### src/rtl/dj_pkg.sv
package dj_pkg;

    // Classification of a raw leading sync edge
    typedef enum logic [2:0] {
        EC_NONE,    // no edge this cycle
        EC_NORMAL,  // full-length line ended
        EC_SHORT,   // line one dot short
        EC_LONG,    // line one dot long, uncorrectable
        EC_FIXED,   // stretched line that closes a correction
        EC_OTHER    // any other spacing (half-line pulses, start-up)
    } edge_cls_t;

    // Gate controller states
    typedef enum logic [1:0] {
        GS_ARM,     // counting normal lines after reset
        GS_WAIT,    // armed, idle
        GS_HOLD,    // suppressing master cycles
        GS_CATCH    // expecting the edge that ends the stretched line
    } gate_st_t;

endpackage

### src/rtl/dj_edge_sync.sv
module dj_edge_sync #(
    parameter int STAGES = 2
) (
    input  logic clk,
    input  logic rst_n,
    input  logic d_in,
    output logic fall,
    output logic rise
);
    // sh[0..STAGES-1] synchronise, sh[STAGES] holds the previous level
    logic [STAGES:0] sh;

    for (genvar i = 0; i <= STAGES; i++) begin : g_stage
        if (i == 0) begin : g_first
            always_ff @(posedge clk or negedge rst_n) begin
                if (!rst_n) sh[i] <= 1'b1;
                else        sh[i] <= d_in;
            end
        end else begin : g_rest
            always_ff @(posedge clk or negedge rst_n) begin
                if (!rst_n) sh[i] <= 1'b1;
                else        sh[i] <= sh[i-1];
            end
        end
    end

    assign fall = sh[STAGES] & ~sh[STAGES-1];
    assign rise = ~sh[STAGES] & sh[STAGES-1];

endmodule

### src/rtl/dj_line_meter.sv
module dj_line_meter
    import dj_pkg::*;
#(
    parameter int CW        = 12,
    parameter int LINE_CYC  = 1364,
    parameter int SHORT_CYC = 1360,
    parameter int LONG_CYC  = 1368,
    parameter int PW_INIT   = 100
) (
    input  logic          clk,
    input  logic          rst_n,
    input  logic          fall,
    input  logic          rise,
    input  logic          catch_i,
    output edge_cls_t     cls,
    output logic [CW-1:0] pw_meas
);
    // Counter reads N-1 when an edge arrives N cycles after the last one
    localparam logic [CW-1:0] K_SHORT = CW'(SHORT_CYC - 1);
    localparam logic [CW-1:0] K_NORM  = CW'(LINE_CYC - 1);
    localparam logic [CW-1:0] K_LONG  = CW'(LONG_CYC - 1);
    localparam logic [CW-1:0] K_MAX   = '1;

    logic [CW-1:0] cnt;
    logic          open_ok;

    always_comb begin
        cls = EC_NONE;
        if (fall) begin
            if (cnt == K_SHORT)      cls = EC_SHORT;
            else if (cnt == K_NORM)  cls = EC_NORMAL;
            else if (cnt == K_LONG)  cls = catch_i ? EC_FIXED : EC_LONG;
            else                     cls = EC_OTHER;
        end
    end

    // Line length counter, saturating so a lost sync cannot wrap into a match
    always_ff @(posedge clk or negedge rst_n) begin
        if (!rst_n)           cnt <= K_MAX;
        else if (fall)        cnt <= '0;
        else if (cnt != K_MAX) cnt <= cnt + 1'b1;
    end

    // Pulse width capture, only on lines opened by a trusted edge
    always_ff @(posedge clk or negedge rst_n) begin
        if (!rst_n) begin
            open_ok <= 1'b0;
            pw_meas <= CW'(PW_INIT);
        end else if (fall) begin
            open_ok <= (cls == EC_NORMAL) || (cls == EC_FIXED);
        end else if (rise) begin
            if (open_ok) pw_meas <= cnt + 1'b1;
            open_ok <= 1'b0;
        end
    end

endmodule

### src/rtl/dj_gate_fsm.sv
module dj_gate_fsm
    import dj_pkg::*;
#(
    parameter int DOT_CYC   = 4,
    parameter int ARM_LINES = 2
) (
    input  logic      clk,
    input  logic      rst_n,
    input  edge_cls_t cls,
    output logic      gate_en,
    output logic      catch_o,
    output logic      armed_o
);
    localparam int GW = $clog2(DOT_CYC + 1);
    localparam int AW = $clog2(ARM_LINES + 1);
    localparam logic [GW-1:0] G_LAST = GW'(DOT_CYC - 1);
    localparam logic [AW-1:0] A_LAST = AW'(ARM_LINES - 1);

    gate_st_t      state_q, state_d;
    logic [GW-1:0] gcnt;
    logic [AW-1:0] acnt;

    // State register
    always_ff @(posedge clk or negedge rst_n) begin
        if (!rst_n) state_q <= GS_ARM;
        else        state_q <= state_d;
    end

    // Transitions: armed, short_seen, dot_done, caught
    always_comb begin
        state_d = state_q;
        unique case (state_q)
            GS_ARM:   if (cls == EC_NORMAL && acnt == A_LAST) state_d = GS_WAIT;
            GS_WAIT:  if (cls == EC_SHORT)                    state_d = GS_HOLD;
            GS_HOLD:  if (gcnt == G_LAST)                     state_d = GS_CATCH;
            GS_CATCH: if (cls != EC_NONE)                     state_d = GS_WAIT;
        endcase
    end

    // Outputs
    always_comb begin
        gate_en = 1'b1;
        catch_o = 1'b0;
        armed_o = 1'b0;
        unique case (state_q)
            GS_ARM:   ;
            GS_WAIT:  armed_o = 1'b1;
            GS_HOLD:  gate_en = 1'b0;
            GS_CATCH: catch_o = 1'b1;
        endcase
    end

    // Dot counter for the suppressed window
    always_ff @(posedge clk or negedge rst_n) begin
        if (!rst_n)                gcnt <= '0;
        else if (state_q == GS_HOLD) gcnt <= gcnt + 1'b1;
        else                       gcnt <= '0;
    end

    // Consecutive normal line counter for arming
    always_ff @(posedge clk or negedge rst_n) begin
        if (!rst_n) begin
            acnt <= '0;
        end else if (state_q == GS_ARM) begin
            if (cls == EC_NORMAL)   acnt <= (acnt == A_LAST) ? acnt : acnt + 1'b1;
            else if (cls != EC_NONE) acnt <= '0;
        end
    end

endmodule

### src/rtl/dj_sync_regen.sv
module dj_sync_regen
    import dj_pkg::*;
#(
    parameter int CW       = 12,
    parameter int LINE_CYC = 1364,
    parameter int PW_INIT  = 100
) (
    input  logic          clk,
    input  logic          rst_n,
    input  edge_cls_t     cls,
    input  logic [CW-1:0] pw_meas,
    output logic          sync_out
);
    localparam logic [CW-1:0] K_LAST = CW'(LINE_CYC - 1);

    logic [CW-1:0] rc;
    logic [CW-1:0] pw_q;
    logic          align;
    logic          wrap;

    assign align = (cls == EC_NORMAL) || (cls == EC_FIXED);
    assign wrap  = (rc == K_LAST);

    // Width is reloaded only at a period boundary, so it never cuts a pulse
    always_ff @(posedge clk or negedge rst_n) begin
        if (!rst_n) begin
            rc   <= K_LAST;
            pw_q <= CW'(PW_INIT);
        end else if (align || wrap) begin
            rc   <= '0;
            pw_q <= pw_meas;
        end else begin
            rc   <= rc + 1'b1;
        end
    end

    assign sync_out = !(rc < pw_q);

endmodule

### src/rtl/line_dejitter.sv
module line_dejitter
    import dj_pkg::*;
#(
    parameter int LINE_CYC    = 1364,
    parameter int DOT_CYC     = 4,
    parameter int ARM_LINES   = 2,
    parameter int PW_INIT     = 100,
    parameter int SYNC_STAGES = 2
) (
    input  logic clk,
    input  logic rst_n,
    input  logic sync_in,
    output logic gate_en,
    output logic sync_out
);
    localparam int SHORT_CYC = LINE_CYC - DOT_CYC;
    localparam int LONG_CYC  = LINE_CYC + DOT_CYC;
    localparam int CW        = $clog2(2 * LONG_CYC);

    logic          fall, rise;
    logic          catch_w;
    logic          armed_wait;
    edge_cls_t     edge_cls;
    logic [CW-1:0] pw_meas;

    dj_edge_sync #(.STAGES(SYNC_STAGES)) u_sync (
        .clk  (clk),
        .rst_n(rst_n),
        .d_in (sync_in),
        .fall (fall),
        .rise (rise)
    );

    dj_line_meter #(
        .CW(CW), .LINE_CYC(LINE_CYC), .SHORT_CYC(SHORT_CYC),
        .LONG_CYC(LONG_CYC), .PW_INIT(PW_INIT)
    ) u_meter (
        .clk    (clk),
        .rst_n  (rst_n),
        .fall   (fall),
        .rise   (rise),
        .catch_i(catch_w),
        .cls    (edge_cls),
        .pw_meas(pw_meas)
    );

    dj_gate_fsm #(.DOT_CYC(DOT_CYC), .ARM_LINES(ARM_LINES)) u_fsm (
        .clk    (clk),
        .rst_n  (rst_n),
        .cls    (edge_cls),
        .gate_en(gate_en),
        .catch_o(catch_w),
        .armed_o(armed_wait)
    );

    dj_sync_regen #(.CW(CW), .LINE_CYC(LINE_CYC), .PW_INIT(PW_INIT)) u_regen (
        .clk     (clk),
        .rst_n   (rst_n),
        .cls     (edge_cls),
        .pw_meas (pw_meas),
        .sync_out(sync_out)
    );

endmodule

### config.mk
export PLATFORM = sky130hd
export DESIGN_NAME = line_dejitter
export DESIGN_NICKNAME = d
export VERILOG_FILES = /design/src/rtl/dj_pkg.sv /design/src/rtl/dj_edge_sync.sv /design/src/rtl/dj_line_meter.sv /design/src/rtl/dj_gate_fsm.sv /design/src/rtl/dj_sync_regen.sv /design/src/rtl/line_dejitter.sv
export SDC_FILE = /design/constraint.sdc
export NUM_CORES = 1
export LEC_CHECK = 0
export BUFFER_PORTS_ARGS = -buffer_cell sky130_fd_sc_hd__buf_2
export CAP_MARGIN = 40
export CORE_MARGIN = 1.5
export CORE_UTILIZATION = 56
export CTS_CLUSTER_DIAMETER = 60
export DETAILED_ROUTE_END_ITERATION = 16
export HOLD_SLACK_MARGIN = 0.15
export PLACE_DENSITY_LB_ADDON = 0.3
export SETUP_SLACK_MARGIN = 0.3
export SYNTH_ARGS = -nofsm -noshare
export SYNTH_HDL_FRONTEND = slang
export SYNTH_HIERARCHICAL = 1
export SYNTH_SLANG_ARGS = --single-unit
### constraint.sdc
create_clock -name clk -period 2.9 [get_ports clk]
set_clock_uncertainty 0.2 [all_clocks]
set_input_delay 0.87 -clock clk [delete_from_list [all_inputs] [get_ports clk]]
set_output_delay 0.87 -clock clk [all_outputs]
set_load 0.01 [all_outputs]
==> results.md <==
- The peak supply drop is 412 uV.
- For this design the static power due to leakage is 1.61 nW.
- The count of nets left with antenna violations once routing finished came out at 0.
- After layout, the design draws a total of 0.00231 W.
- The number of buffers added by the clock tree synthesis step is 9.
- Among the stages of the critical path, the cell type that occurs most often is sky130_fd_sc_hd__o21ai_1.
- Synthesis produced 296 cells.
- STA classifies the critical path endpoint as a primary output.
- The number of buffers and inverters on the critical path is 2.
- Global routing finished with a remaining overflow of 0.
- Traced cell by cell, the critical path runs through inv_2, ha_4, o21ai_1, o21ai_1, a211oi_2, nor3_1, buf_2.
- The mapped netlist covers 3090 sq um.
- Relative to the synthesized area, the layout overhead comes to 26.2%.
- The routed length per placed instance is 17.0 microns.
- The via count of the first global-routing pass is 2325.
- The number of synthesized flops with an enable pin is 0.
- The number of H-tree levels is 3.
- Pin placement for this block handled 5 I/O pins.
- In this run the tightest slew margin relative to its limit is 0.643.
- Setup slack on the critical path of the routed design comes to -0.0715 ns.
- Along the worst path, the maximum fanout reaches 2.
- Detailed placement ended at an HPWL of 3980 microns.
- Wires add up to 6780 microns.
- Across the run, the number of max-cap violations was 0.
- The post-synthesis net count is 319.
- The number of pins with negative max-slew slack in the final report came to 0.
- Measured along the x axis, the die boundary spans 77.3 microns.
- For the worst setup path, the data arrival time is 1.90 ns.
- After floorplanning, the core was sized to cover 5200 sq um.
- The launching element type of the critical path is a flop.
- Of the post-synthesis cell area, the dominant cell type holds 0.259.
- Setup total negative slack on the finished layout was measured at -0.0715 ns.
- The vertical die dimension is 77.3 microns.
- The number of clock sinks is 59.
- After clock tree synthesis, the clock-pin slew on the worst setup and hold paths is 0.07 ns.
- In this run, synthesis produced a sequential element count of 59.
- The final cycle utilization of the critical path is 1.02.
- Dividing total power by cell area gives a power density of 593 nW/um^2.
- The effective utilization at floorplan is 0.594.
- At the worst endpoint, the required time is 1.83 ns.
- The most common flop cell mapped by yosys is sky130_fd_sc_hd__dfrtp_1.
- The first detailed-routing pass ran for 4 iterations.
- The count of hold-fix buffers inserted at cts is 0.
- The floorplan step defined a die boundary enclosing 5970 sq um.
- TritonCTS built the clock tree.
- The cell at the root of the clock tree is sky130_fd_sc_hd__clkbuf_8.
- After detailed placement, the total cell area comes to 3220 sq um.
- The hold violation total from the final report is 0.
- The worst setup path is of the reg2out kind.
- Counting instances in the post-synthesis netlist gives the leading cell types as 33 x sky130_fd_sc_hd__nor2_1, 32 x sky130_fd_sc_hd__dfrtp_1, 27 x sky130_fd_sc_hd__dfstp_2, 25 x sky130_fd_sc_hd__nand2_1, 21 x sky130_fd_sc_hd__inv_1.
- The count of input and output buffers is 4.
- Dividing the detail-routed via count by the number of cells gives 5.72.
- For the pin with the worst max-slew slack, the measured transition is 0.535 ns.
- The final critical path time including I/O delays and setup is 2.97 ns.
- Routability-driven placement finished with a final weighted congestion of 0.812.
- The worst-case hold slack is 0.161 ns.
- Fill cells in the final layout number 317.
- The number of antenna violations at the first check in global routing is 0.
- The final reports fail on setup timing.
- Along the worst hold path, the cell count comes to 0.
- For this block, the via count after detailed routing is 2277.
- The sequential fraction of the synthesis area is 0.489.
- The flow ran to the end, but the final reports show violations.
- In the post-synthesis netlist, the biggest area contributors are sky130_fd_sc_hd__dfrtp_1 26%, sky130_fd_sc_hd__dfstp_2 23%, sky130_fd_sc_hd__ha_1 8.1%.
- The async set-reset flop share out of synthesis is 1.00.
- The ratio of cells with drive above 1 in the final layout is 0.384.
- The count of antenna diodes in the layout is 0.
- The type of the worst min-delay path is reg2reg.
- The later pin in the worst-skew pair is clocked with a latency of 0.34 ns.
- The average instance in the mapped netlist occupies 10.4 sq um.
- On the worst path, the slowest cell contributes a delay of 0.54 ns.
- Setup repair after global routing could not meet its margin everywhere.
- The achievable frequency is 337 MHz.
- The biggest area contributor in the post-synthesis netlist is sky130_fd_sc_hd__dfrtp_1.
- The first global-routing pass estimated 11200 microns of wire.
- The depth of the critical timing path with buffers and inverters included is 7.
- The maximum number of buffers from clock root to sink is 2.
- In the post-synthesis netlist, the cell with the most instances is sky130_fd_sc_hd__nor2_1.
- Entering global routing, the biggest net connects 38 pins.
- For this run, the total global-route usage over all layers was measured as 0.248.
- The number of remaining DRC errors is 0.
- The number of cell rows is 26.
- The net count of the finished layout is 346.
- For this run, the number of Yosys warnings is 6.
- After routing the design area is 3900 sq um.
- The gate family responsible for the most delay along the worst path is flip-flops.
- Among all stages on the critical path, the largest delay is contributed by sky130_fd_sc_hd__dfstp_2.
- Setup violations remaining at the end of the flow were counted as 1.
- The detailed router finished its first iteration with 109 violations.
- The unique cell type count in the Yosys netlist is 50.
- The number of cells on the worst reg-to-reg path is 9.
-- power breakdown --
part	switching (W)	internal (W)	total, W
Sequential	0.0000754	0.000892	0.000967
Clock	0.000330	0.000595	0.000925
Combinational	0.000215	0.000206	0.000422
Total	0.000620	0.00169	0.00231
-- kinds of logic (layout without fill, tap and decap cells) --
| family | after synthesis | in the layout | share of synthesized area |
|---|---|---|---|
| DFF | 59 | 59 | 0.489 |
| and+or+nand+nor | 102 | 102 | 0.164 |
| adders and majority gates | 20 | 20 | 0.0810 |
| AOI/OAI and AO/OA | 46 | 46 | 0.0964 |
| muxes | 17 | 17 | 0.0608 |
| xor gates and xnor gates | 22 | 22 | 0.0624 |
| buffers and inverters | 30 | 62 | 0.0470 |
-- state kept, by name, summed over array words and instances, names as in the netlist --
name / cells
u_fsm/gcnt: 3
u_meter/open_ok: 1
u_meter/pw_meas: 12
u_fsm/acnt: 2
u_regen/rc: 12
u_sync/sh: 3
u_regen/pw_q: 12
u_fsm/state_q: 2
u_meter/cnt: 12
-- worst register-to-register path, cell delays in order, from the launching register on --
cell and delay [ns]:
sky130_fd_sc_hd__dfstp_2 0.53, sky130_fd_sc_hd__or4b_4 0.46, sky130_fd_sc_hd__nor3_4 0.19, sky130_fd_sc_hd__nand2_2 0.11
sky130_fd_sc_hd__o21a_4 0.25, sky130_fd_sc_hd__buf_6 0.13, sky130_fd_sc_hd__xnor2_4 0.13, sky130_fd_sc_hd__o22ai_4 0.21
sky130_fd_sc_hd__clkbuf_16 0.22, sky130_fd_sc_hd__mux2_4 0.30
-- final timing paths --
check / startpoint / end / slack (ns)
max: u_regen/pw_q[2] / sync_out / -0.07
min: u_sync/sh[0] / u_sync/sh[1] / 0.16
max reg2reg: u_meter/cnt[8] / u_regen/pw_q[0] / 0.05
min reg2reg: u_sync/sh[0] / u_sync/sh[1] / 0.16
max in group asynchronous: rst_n / u_regen/pw_q[5] / 1.55
min in group asynchronous: rst_n / u_fsm/acnt[1] / 0.31
-- what timing repair did --
item	4_1_cts	5_1_grt
pin swaps	16	3
endpoints found under the setup margin	15	29
hold endpoints to repair	0	0
gates cloned	1	1
resized for setup	34	35
buffers inserted	8	3
-- metal layers --
layer  GRT usage  vias up  part of all wire
li1            -     1078                 -
met1       0.287     1143              0.43
met2       0.410       40              0.51
met3      0.0940       16             0.036
met4       0.109        0             0.026
met5           0        -                 0
-- stage by stage --
stage	cells	setup slack, ns	utilization
after detailed placement	369	0.0109	0.619
after CTS	394	-0.0580	0.714
after global routing	398	-0.200	0.749
final	398	-0.0715	0.749
after floorplan	296	0.212	-
after global placement	369	0.144	0.619
-- area by class of cell --
class / instances / area (sq um) / area share
multi-input combinational: 207 / 1730 / 0.442
timing repair buffer: 25 / 248 / 0.0635
sequential: 59 / 1510 / 0.387
inverter: 21 / 78.8 / 0.0202
clock inverter: 6 / 113 / 0.0289
tap: 70 / 87.6 / 0.0225
clock buffer: 10 / 138 / 0.0353
-- layout by cell type, fill, tap and decap left out, drive strengths merged, types with 9 or more instances in the layout --
cell    netlist  layout
o21ai        18      18
nand3         9       9
dfstp        27      27
a21oi        13      13
mux2         14      14
nor3          9       9
xnor2        19      19
buf           4      24
nand2        26      26
nor2         33      33
ha           20      20
clkbuf        5      11
inv          21      21
dfrtp        32      32
Note: power is estimated with default switching activity, not from simulation.
